==> src/rtl/fifo_svc_pkg.sv <==
package fifo_svc_pkg;

    localparam int FIFO_DEPTH = 16;
    localparam int CNT_W      = $clog2(FIFO_DEPTH + 1);
    localparam int THR_W      = $clog2(FIFO_DEPTH + 1);
    localparam int BURST_MAX  = 32;
    localparam int BURST_W    = $clog2(BURST_MAX);

    typedef enum logic {
        XFER_TO_FIFO = 1'b0,
        XFER_TO_HOST = 1'b1
    } xfer_dir_e;

    typedef struct packed {
        logic [CNT_W-1:0] count;
        logic             full;
        logic             empty;
    } fifo_stat_t;

    typedef struct packed {
        logic svc;
        logic tc_seen;
    } svc_state_t;

    // Fill needed before the programmed-I/O interrupt: depth minus the
    // threshold, with the threshold clamped to depth-1.
    function automatic logic [CNT_W-1:0] need_level(input logic [THR_W-1:0] thr);
        logic [THR_W-1:0] clamped;
        clamped = (thr > THR_W'(FIFO_DEPTH - 1)) ? THR_W'(FIFO_DEPTH - 1) : thr;
        return CNT_W'(FIFO_DEPTH) - CNT_W'(clamped);
    endfunction

    // Bytes usable in the current direction: fill toward host, space toward FIFO.
    function automatic logic [CNT_W-1:0] usable_level(input fifo_stat_t st,
                                                      input xfer_dir_e  dir);
        return (dir == XFER_TO_HOST) ? st.count : (CNT_W'(FIFO_DEPTH) - st.count);
    endfunction

endpackage

==> src/rtl/svc_flag_reg.sv <==
module svc_flag_reg
    import fifo_svc_pkg::*;
(
    input  logic       clk,
    input  logic       rst,
    input  logic       tc,
    input  logic       wr,
    input  logic       wdata,
    output svc_state_t state
);
    svc_state_t state_q;

    always_ff @(posedge clk) begin
        if (rst) begin
            state_q <= '0;
        end else if (tc) begin
            // terminal count beats any host write in the same cycle
            state_q.svc     <= 1'b1;
            state_q.tc_seen <= 1'b1;
        end else if (wr) begin
            state_q.svc <= wdata;
            if (!wdata) state_q.tc_seen <= 1'b0;
        end
    end

    assign state = state_q;
endmodule

==> src/rtl/burst_limiter.sv <==
module burst_limiter #(
    parameter int BURST = fifo_svc_pkg::BURST_MAX,
    localparam int BW   = (BURST > 1) ? $clog2(BURST) : 1
) (
    input  logic clk,
    input  logic rst,
    input  logic req_q,
    input  logic ack,
    output logic last_beat
);
    logic [BW-1:0] beats_q;

    assign last_beat = req_q && ack && (beats_q == BW'(BURST - 1));

    always_ff @(posedge clk) begin
        if (rst || !req_q || last_beat) beats_q <= '0;
        else if (ack)                   beats_q <= beats_q + 1'b1;
    end
endmodule

==> src/rtl/dma_req_gen.sv <==
module dma_req_gen
    import fifo_svc_pkg::*;
(
    input  logic       clk,
    input  logic       rst,
    input  logic       dma_en,
    input  svc_state_t state,
    input  logic       tc,
    input  fifo_stat_t stat,
    input  xfer_dir_e  dir,
    input  logic       last_beat,
    output logic       req_q
);
    logic data_ok;
    logic req_d;

    always_comb begin
        data_ok = (dir == XFER_TO_HOST) ? !stat.empty : !stat.full;
        req_d   = dma_en && !state.svc && !tc && data_ok && !last_beat;
    end

    always_ff @(posedge clk) begin
        if (rst) req_q <= 1'b0;
        else     req_q <= req_d;
    end
endmodule

==> src/rtl/pio_irq_gen.sv <==
module pio_irq_gen
    import fifo_svc_pkg::*;
(
    input  logic             clk,
    input  logic             rst,
    input  logic             dma_en,
    input  svc_state_t       state,
    input  fifo_stat_t       stat,
    input  xfer_dir_e        dir,
    input  logic [THR_W-1:0] thr,
    output logic             irq
);
    logic [CNT_W-1:0] level;
    logic [CNT_W-1:0] need;
    logic             hit_q;

    always_comb begin
        level = usable_level(stat, dir);
        need  = need_level(thr);
    end

    always_ff @(posedge clk) begin
        if (rst) hit_q <= 1'b0;
        else     hit_q <= !dma_en && !state.svc && (level >= need);
    end

    assign irq = hit_q || state.tc_seen;
endmodule

==> src/rtl/fifo_svc_ctrl.sv <==
module fifo_svc_ctrl
    import fifo_svc_pkg::*;
(
    input  logic             clk,
    input  logic             rst,
    input  logic [CNT_W-1:0] fifo_count,
    input  logic             fifo_full,
    input  logic             fifo_empty,
    input  logic             xfer_dir,
    input  logic             dma_en,
    input  logic             svc_wr,
    input  logic             svc_wdata,
    input  logic [THR_W-1:0] thresh,
    input  logic             dma_ack,
    input  logic             dma_tc,
    output logic             dma_req,
    output logic             irq,
    output logic             svc_intr
);
    fifo_stat_t stat;
    xfer_dir_e  dir;
    svc_state_t state;
    logic       last_beat;

    assign stat = '{count: fifo_count, full: fifo_full, empty: fifo_empty};
    assign dir  = xfer_dir_e'(xfer_dir);

    svc_flag_reg u_flag (
        .clk(clk), .rst(rst), .tc(dma_tc), .wr(svc_wr), .wdata(svc_wdata),
        .state(state)
    );

    burst_limiter #(.BURST(BURST_MAX)) u_burst (
        .clk(clk), .rst(rst), .req_q(dma_req), .ack(dma_ack),
        .last_beat(last_beat)
    );

    dma_req_gen u_req (
        .clk(clk), .rst(rst), .dma_en(dma_en), .state(state), .tc(dma_tc),
        .stat(stat), .dir(dir), .last_beat(last_beat), .req_q(dma_req)
    );

    pio_irq_gen u_irq (
        .clk(clk), .rst(rst), .dma_en(dma_en), .state(state), .stat(stat),
        .dir(dir), .thr(thresh), .irq(irq)
    );

    assign svc_intr = state.svc;
endmodule

==> config.mk <==
export PLATFORM = sky130hd
export DESIGN_NAME = fifo_svc_ctrl
export DESIGN_NICKNAME = d
export VERILOG_FILES = /design/src/rtl/fifo_svc_pkg.sv /design/src/rtl/svc_flag_reg.sv /design/src/rtl/burst_limiter.sv /design/src/rtl/dma_req_gen.sv /design/src/rtl/pio_irq_gen.sv /design/src/rtl/fifo_svc_ctrl.sv
export SDC_FILE = /design/constraint.sdc
export NUM_CORES = 1
export LEC_CHECK = 0
export ABC_AREA = 1
export BUFFER_PORTS_ARGS = -buffer_cell sky130_fd_sc_hd__buf_2
export CORE_MARGIN = 8
export CORE_UTILIZATION = 52
export DETAILED_ROUTE_END_ITERATION = 12
export PLACE_DENSITY = 0.82
export SLEW_MARGIN = 20
export SYNTH_ARGS = -nofsm -noshare
export SYNTH_HDL_FRONTEND = slang
export SYNTH_HIERARCHICAL = 1
export SYNTH_SLANG_ARGS = --single-unit
==> constraint.sdc <==
create_clock -name clk -period 4.35 [get_ports clk]
set_clock_uncertainty 0.1 [all_clocks]
set_input_delay 0.435 -clock clk [delete_from_list [all_inputs] [get_ports clk]]
set_output_delay 0.435 -clock clk [all_outputs]
set_load 0.05 [all_outputs]
==> metrics.txt, run 1 <==
slack of the worst reg-to-reg path 2.86 ns; total core area 0.00128 mm^2; placer congestion estimate 0.728; actual slew at the worst max-slew pin 0.251 ns; P_sw 63.4 uW; final number of hold-violating endpoints 0; RSZ-0062 raised after global routing no; number of stages on the worst hold path 4; Worst Reg2Reg Path Length in Cells 8; pins over their slew limit 0; Achievable Freq 593 MHz; startpoint of the most critical hold path fifo_full; final-report setup violation count 0; TritonCTS clock tree yes; period utilisation layout 38.8%; cell type with the largest total area after synthesis sky130_fd_sc_hd__dfxtp_1; most frequent standard cell in the layout excluding fill and tap cells sky130_fd_sc_hd__buf_2; minimum period implied by the final worst setup slack 1.69 ns; CTS hold repair buffers 0; Area growth, synth to finish 22.2%; clock edge transition at the registers on the reported setup and hold paths 0.06 ns; worst max-slew margin expressed relative to the limit 83.4%; sw frac 30.8%; Post-CTS Setup Bufs 0; worst-case vdd ir drop 0.0996 mV; number of standard cells after synthesis 101; Crit path max-delay family adder cells; first-pass detailed-route iteration total 4; Antenna Diode Count 0; CTS H-tree lvls 1; number of placed instances, taps included 138; cell with the biggest individual delay on the critical path sky130_fd_sc_hd__ha_1; post-layout util 66.5%; Worst Path Required 4.40 ns; detailed router's first-iteration violation count 13; number of storage elements in the synthesis netlist 9; Synth top area share 25.8%; std cell rows 13; clock power share 31.3%; GR Util met1 11.2%; I/O pins 23; overall die width 52.7 um; DIE AREA 0.00277 mm^2; Netlist Area Pre-Place 699 um^2; fraction of the yosys area taken by sequential cells 25.8%; clock latency on the worst-skew pair 0.26 ns; layer with the highest usage after global routing met2; Max FO, Critical Path 3; Starting Density 54.4%; Area contributors post-synth sky130_fd_sc_hd__dfxtp_1 26%, sky130_fd_sc_hd__ha_1 16%, sky130_fd_sc_hd__nand2_1 11%; antenna-violating nets left 0; wire length of the first global-routing pass 2510 um; number of fill cells in the layout 111; r2r startpoint u_burst/beats_q[0]; per-instance average area after synthesis 6.92 um^2; number of DRC violations after detailed routing 0; maximum number of pins on one net before global-route repair 8; series of cell instances along the critical path buf_2 -> inv_1 -> ha_1 -> nor2_1 -> nor2_1 -> nand2_1 -> o21ai_0 -> ha_1 -> a21oi_1 -> nand2_1 -> nand2_1 -> a21oi_2; Pint 143 uW; final layout net count 157; CTS resizes 0; global routing usage on met2 22.3%; area of the multi-input gates 452 um^2; Clk Tree Root Cell sky130_fd_sc_hd__clkbuf_4; class of the most critical setup path input pin to flip-flop; crit end category flip-flop; startpoint type of the worst setup path input pin; final HPWL from detailed placement 1280 um; Leakage 0.456 nW; delay of the slowest critical-path stage 0.35 ns; data arrival time of the critical path 1.74 ns; number of max-capacitance violations reported 0; Post-Synthesis Net Count 130; combined buffer and inverter count along the critical path 2; power density of the placed cells 241 mW/mm^2; reg2reg end u_burst/beats_q[3]; layout cell share with drive strength beyond 1 29.1%; number of antenna violations at the first check in global routing 0; Final TNS setup 0 ns; DR vias/cell 4.78; Reg area 180 um^2; wire length reported by the detailed router 1470 um; final cell count without fillers 142; most frequent cell on the critical path sky130_fd_sc_hd__nand2_1; highest-count cells in the layout ignoring fill and taps 22 x sky130_fd_sc_hd__buf_2, 21 x sky130_fd_sc_hd__nand2_1, 17 x sky130_fd_sc_hd__inv_1; maximum number of buffers from clock root to sink 2; warning count from the yosys run 6; Sequential Power Share 41.7%; via count 679; routed wirelength normalized by instance count 10.3 um; aggregate global routing overflow 0; proportion of power drawn by combinational gates 26.9%; class of the tightest hold or removal check input pin to flip-flop; # clock sinks 9; cts bufs inserted 3; count of buffers from port buffering 22; number of global-route vias before repair 677; outcome completed; height of the chip 52.7 um; hold endpoint u_req/req_q; Netlist cell types 23; global-route track usage on met3 1.14%; gr usage total 11.6%
[worst reg2reg max path, cell delays in order (launching register included)]
cell and delay, ns:
sky130_fd_sc_hd__dfxtp_1 0.33, sky130_fd_sc_hd__ha_1 0.21, sky130_fd_sc_hd__and3_1 0.19, sky130_fd_sc_hd__ha_1 0.17, sky130_fd_sc_hd__nand2_1 0.10, sky130_fd_sc_hd__nand3_2 0.13
sky130_fd_sc_hd__inv_1 0.08, sky130_fd_sc_hd__nand2_1 0.05, sky130_fd_sc_hd__nor2_1 0.08
[flip-flops by register name (all words and copies together) (netlist names)]
name / count
u_req/req_q: 1
u_irq/hit_q: 1
u_burst/beats_q: 5
u_flag/state: 2
[power groups by stage]
stage	Combinational [mW]	Clock, mW	Sequential [mW]
after CTS	0.0557	0.0672	0.0860
after global routing	0.0628	0.0729	0.0863
after floorplan	0.0322	0	0.0910
after global placement	0.0523	0	0.0878
final	0.0555	0.0646	0.0860
after detailed placement	0.0555	0	0.0879
[stage by stage]
stage | cell area [um^2] | hold slack [ns] | worst slack (ns) | total power, mW
6_report | 855 | 0.327 | 2.66 | 0.206
5_1_grt | 855 | 0.339 | 2.54 | 0.222
4_1_cts | 855 | 0.321 | 2.67 | 0.209
3_5_place_dp | 828 | 0.372 | 2.40 | 0.143
3_3_place_gp | 828 | 0.351 | 2.43 | 0.140
2_1_floorplan | 699 | 0.343 | 2.64 | 0.123
[final cells by class]
type	count	area share, %
inverter	18	7.91
clock buffer	4	3.07
tap	15	2.20
multi-input combinational	74	52.9
timing repair buffer	22	12.9
sequential	9	21.1
[cell usage after synthesis (all sizes together)]
cell and instances:
a21oi 5, nor3 2, or2 1, dfxtp 9
o21ai 4, ha 9, nand3 5, xnor2 2
and3 1, inv 18, or3 1, nor3b 1
nor2 16, nand3b 2, nand2 23, xor2 2
[how the worst max path moves through the flow]
stage | endpoint | cells past startpoint | slack, ns | start
finish | u_irq/hit_q | 12 | 2.66 | fifo_count[0]
global route | u_irq/hit_q | 14 | 2.54 | fifo_count[0]
detailed placement | u_irq/hit_q | 9 | 2.40 | fifo_count[0]
global placement | u_irq/hit_q | 9 | 2.43 | fifo_count[0]
CTS | u_irq/hit_q | 9 | 2.67 | fifo_count[0]
floorplan | u_irq/hit_q | 11 | 2.64 | fifo_count[0]
[layer usage]
| layer | share of wire, % | up-vias | routed length (um) |
|---|---|---|---|
| li1 | - | 367 | - |
| met1 | 40 | 296 | 584 |
| met2 | 55 | 16 | 813 |
| met3 | 4.8 | 0 | 70 |
| met4 | 0 | 0 | 0 |
| met5 | 0 | - | 0 |
[cells by family after synthesis]
| group | Yosys count | synth area share (%) |
|---|---|---|
| xor+xnor | 4 | 5.01 |
| fa+ha+maj | 9 | 16.1 |
| buf+inv | 18 | 9.66 |
| simple gates | 52 | 36.5 |
| flops | 9 | 25.8 |
| compound gates | 9 | 6.98 |
Note: power is estimated with default switching activity, not from simulation.
==> inputs of run 2 (changes only) <==
Settings changed: ABC_AREA 1 to 0, CORE_UTILIZATION 52 to 43, PLACE_DENSITY 0.82 to 0.73.
Clock period 4.35 ns to 1.4 ns, I/O delays scaled along.
==> metrics.txt, run 2 <==
clock power share 30.1% (-1.2 points); sw frac 28.6% (-2.1 points); minimum period implied by the final worst setup slack 1.68 ns; cell type with the largest total area after synthesis sky130_fd_sc_hd__dfxtp_1; count of flip-flops with a built-in enable after synthesis 0 (unchanged); startpoint type of the worst setup path flip-flop; placer congestion estimate 0.761 (+4.5%); number of flip-flops under the largest register name 5 (unchanged); Worst Reg2Reg Path Length in Cells 6 (-2); Post-Synth Simple-Gate Area 29.3% (-7.2 points); period utilisation layout 120%; r2r startpoint u_burst/beats_q[0]; Post-DP Area 903 um^2 (+9.1%); final layout net count 141 (-10%); height of the chip 55.1 um (+4.6%); number of max-capacitance violations reported 0 (unchanged); CTS H-tree lvls 1 (unchanged); combinational family with the most area after synthesis simple AND/OR/NAND/NOR gates; Pint 472 uW (+230%); Post-Synthesis Net Count 102 (-22%); slack of the worst reg-to-reg path -0.28 ns (-3.14 ns); Netlist Area Pre-Place 658 um^2 (-5.9%); outcome finished, violations left; fraction of the mapped netlist area in compound gates 5.13% (-1.8 points); maximum number of buffers from clock root to sink 2 (unchanged); Critical Path Start u_burst/beats_q[0]; number of standard cells after synthesis 73 (-28%); final HPWL from detailed placement 1210 um (-5.5%); per-instance average area after synthesis 9.02 um^2 (+30%); DIE AREA 0.00304 mm^2 (+9.5%); cts bufs inserted 3 (unchanged); violated checks negative setup slack; wire length reported by the detailed router 1440 um (-2.0%); proportion of power drawn by combinational gates 29.6% (+2.7 points); detailed router's first-iteration violation count 8 (-5); routed wirelength normalized by instance count 11.3 um (+9.5%); aggregate global routing overflow 0 (unchanged); wire length of the first global-routing pass 2320 um (-7.7%); number of antenna violations at the first check in global routing 0 (unchanged); worst slack at placement -0.352 ns (-2.75 ns); Post-synth top cells 11 x sky130_fd_sc_hd__nor2_1, 9 x sky130_fd_sc_hd__dfxtp_1, 9 x sky130_fd_sc_hd__ha_1; reg2reg end u_req/req_q; number of DRC violations after detailed routing 0 (unchanged); count of buffers from port buffering 22 (unchanged); Final TNS setup -0.280 ns (-0.280 ns); Synth top area share 27.4% (+1.6 points); power density of the placed cells 677 mW/mm^2 (+180%); Area contributors post-synth sky130_fd_sc_hd__dfxtp_1 27%, sky130_fd_sc_hd__ha_1 17%, sky130_fd_sc_hd__xor2_1 6.7%; Antenna Diode Count 0 (unchanged); share of cell area taken by muxes after synthesis 6.46% (+6.5 points); number of global-route vias before repair 595 (-12%); ys async rst share 0% (unchanged); setup ws final -0.280 ns (-2.94 ns); actual slew at the worst max-slew pin 0.343 ns (+0.0921 ns); maximum number of pins on one net before global-route repair 7 (-1); class of the tightest hold or removal check input pin to flip-flop; highest-count cells in the layout ignoring fill and taps 22 x sky130_fd_sc_hd__buf_2, 11 x sky130_fd_sc_hd__nor2_1, 11 x sky130_fd_sc_hd__buf_4; xor and xnor fraction of the mapped netlist area 10.6% (+5.6 points); total core area 0.00147 mm^2 (+15%); Worst Path Required 1.48 ns (-2.92 ns); data arrival time of the critical path 1.76 ns (+0.02 ns); final-report setup violation count 1 (+1); DR vias/cell 4.85 (+1.4%); warning count from the yosys run 6 (unchanged); I/O pins 23 (unchanged); Area growth, synth to finish 48.5%; # clock sinks 9 (unchanged); RSZ-0062 raised after global routing yes; leading cell type by number of instances after synthesis sky130_fd_sc_hd__nor2_1; Clk Tree Root Cell sky130_fd_sc_hd__clkbuf_4; gr usage total 10.4% (-1.2 points); final number of hold-violating endpoints 0 (unchanged); Starting Density 44.7% (-9.7 points); layout cell share with drive strength beyond 1 51.4% (+22 points); worst-case vdd ir drop 0.336 mV (+240%); critical path endpoint u_req/req_q; clock latency on the worst-skew pair 0.26 ns (about the same); most frequent standard cell in the layout excluding fill and tap cells sky130_fd_sc_hd__buf_2; Max FO, Critical Path 2 (-1); overall die width 55.1 um (+4.6%); P_sw 190 uW (+200%); first-pass detailed-route iteration total 4 (unchanged); worst max-slew margin expressed relative to the limit 77.0% (-6.4 points); post-synthesis adder-cell area fraction 17.1% (+1.0 points); TritonCTS clock tree yes; std cell rows 14 (+1); crit end category flip-flop; class of the most critical setup path flip-flop to flip-flop; via count 616 (-9.3%); fraction of the yosys area taken by sequential cells 27.4% (+1.6 points); Sequential Power Share 40.4% (-1.3 points); Leakage 0.462 nW (+1.4%); clock edge transition at the registers on the reported setup and hold paths 0.06 ns (about the same); Netlist cell types 28 (+22%); most flop-heavy register u_burst/beats_q; number of storage elements in the synthesis netlist 9 (unchanged); pins over their slew limit 0 (unchanged); predominant post-synthesis flop cell sky130_fd_sc_hd__dfxtp_1; antenna-violating nets left 0 (unchanged); post-layout instance area 977 um^2 (+14%); Achievable Freq 595 MHz
-- run 2: layout make-up --
class	count	area, um^2
fill	128	494
multi-input combinational	59	522
tap	16	20.0
clock buffer	4	26.3
timing repair buffer	35	213
inverter	4	15.0
sequential	9	181
-- run 2: repair_timing --
action                     4_1_cts  5_1_grt
gates resized for setup          1        5
buffers inserted                 0        1
pin swaps                        5        4
cloned                           0        0
hold endpoints to repair         3        0
setup endpoints to repair        2        2
hold buffers                     2        0
-- run 2: kinds of logic after synthesis --
| logic type | count (synthesis) |
|---|---|
| buf+inv | 5 |
| xor+xnor | 8 |
| flops | 9 |
| mux | 4 |
| fa+ha+maj | 9 |
| simple gates | 32 |
| compound gates | 6 |
-- run 2: stage by stage --
step	hold slack [ns]	power (mW)	util (%)	cells
floorplan	0.104	0.383	-	73
global placement	0.238	0.448	61.4	120
detailed placement	0.242	0.454	61.4	120
CTS	0.0812	0.666	64.5	126
global route	0.0812	0.711	66.4	127
finish	0.0812	0.662	66.4	127
-- run 2: worst max-delay path, cell delays in order (launching register included) --
cell and delay [ns]:
sky130_fd_sc_hd__dfxtp_2 0.32, sky130_fd_sc_hd__ha_2 0.18, sky130_fd_sc_hd__and3_4 0.15, sky130_fd_sc_hd__ha_4 0.15, sky130_fd_sc_hd__and3_4 0.13, sky130_fd_sc_hd__or4b_4 0.47
sky130_fd_sc_hd__nor3_2 0.11
-- run 2: routing by layer --
| metal | GRT usage [%] | wire (um) |
|---|---|---|
| met4 | 7.20 | 19 |
| met1 | 10.8 | 622 |
| met5 | 0 | 0 |
| met3 | 2.14 | 132 |
| met2 | 18.3 | 663 |
-- run 2: power groups by stage --
stage	sequential (mW)	combinational, mW	clock, mW
detailed placement	0.273	0.181	0
finish	0.267	0.196	0.199
CTS	0.267	0.187	0.212
global route	0.268	0.218	0.225
floorplan	0.282	0.101	0
global placement	0.273	0.176	0
-- run 2: worst min path at each step --
| stage | startpoint | endpoint | depth (start not counted) |
|---|---|---|---|
| after floorplan | dma_tc | u_req/req_q | 1 |
| after global placement | dma_tc | u_req/req_q | 2 |
| after detailed placement | dma_tc | u_req/req_q | 2 |
| after CTS | fifo_empty | u_req/req_q | 3 |
| after global routing | fifo_empty | u_req/req_q | 3 |
| final | dma_en | u_irq/hit_q | 4 |
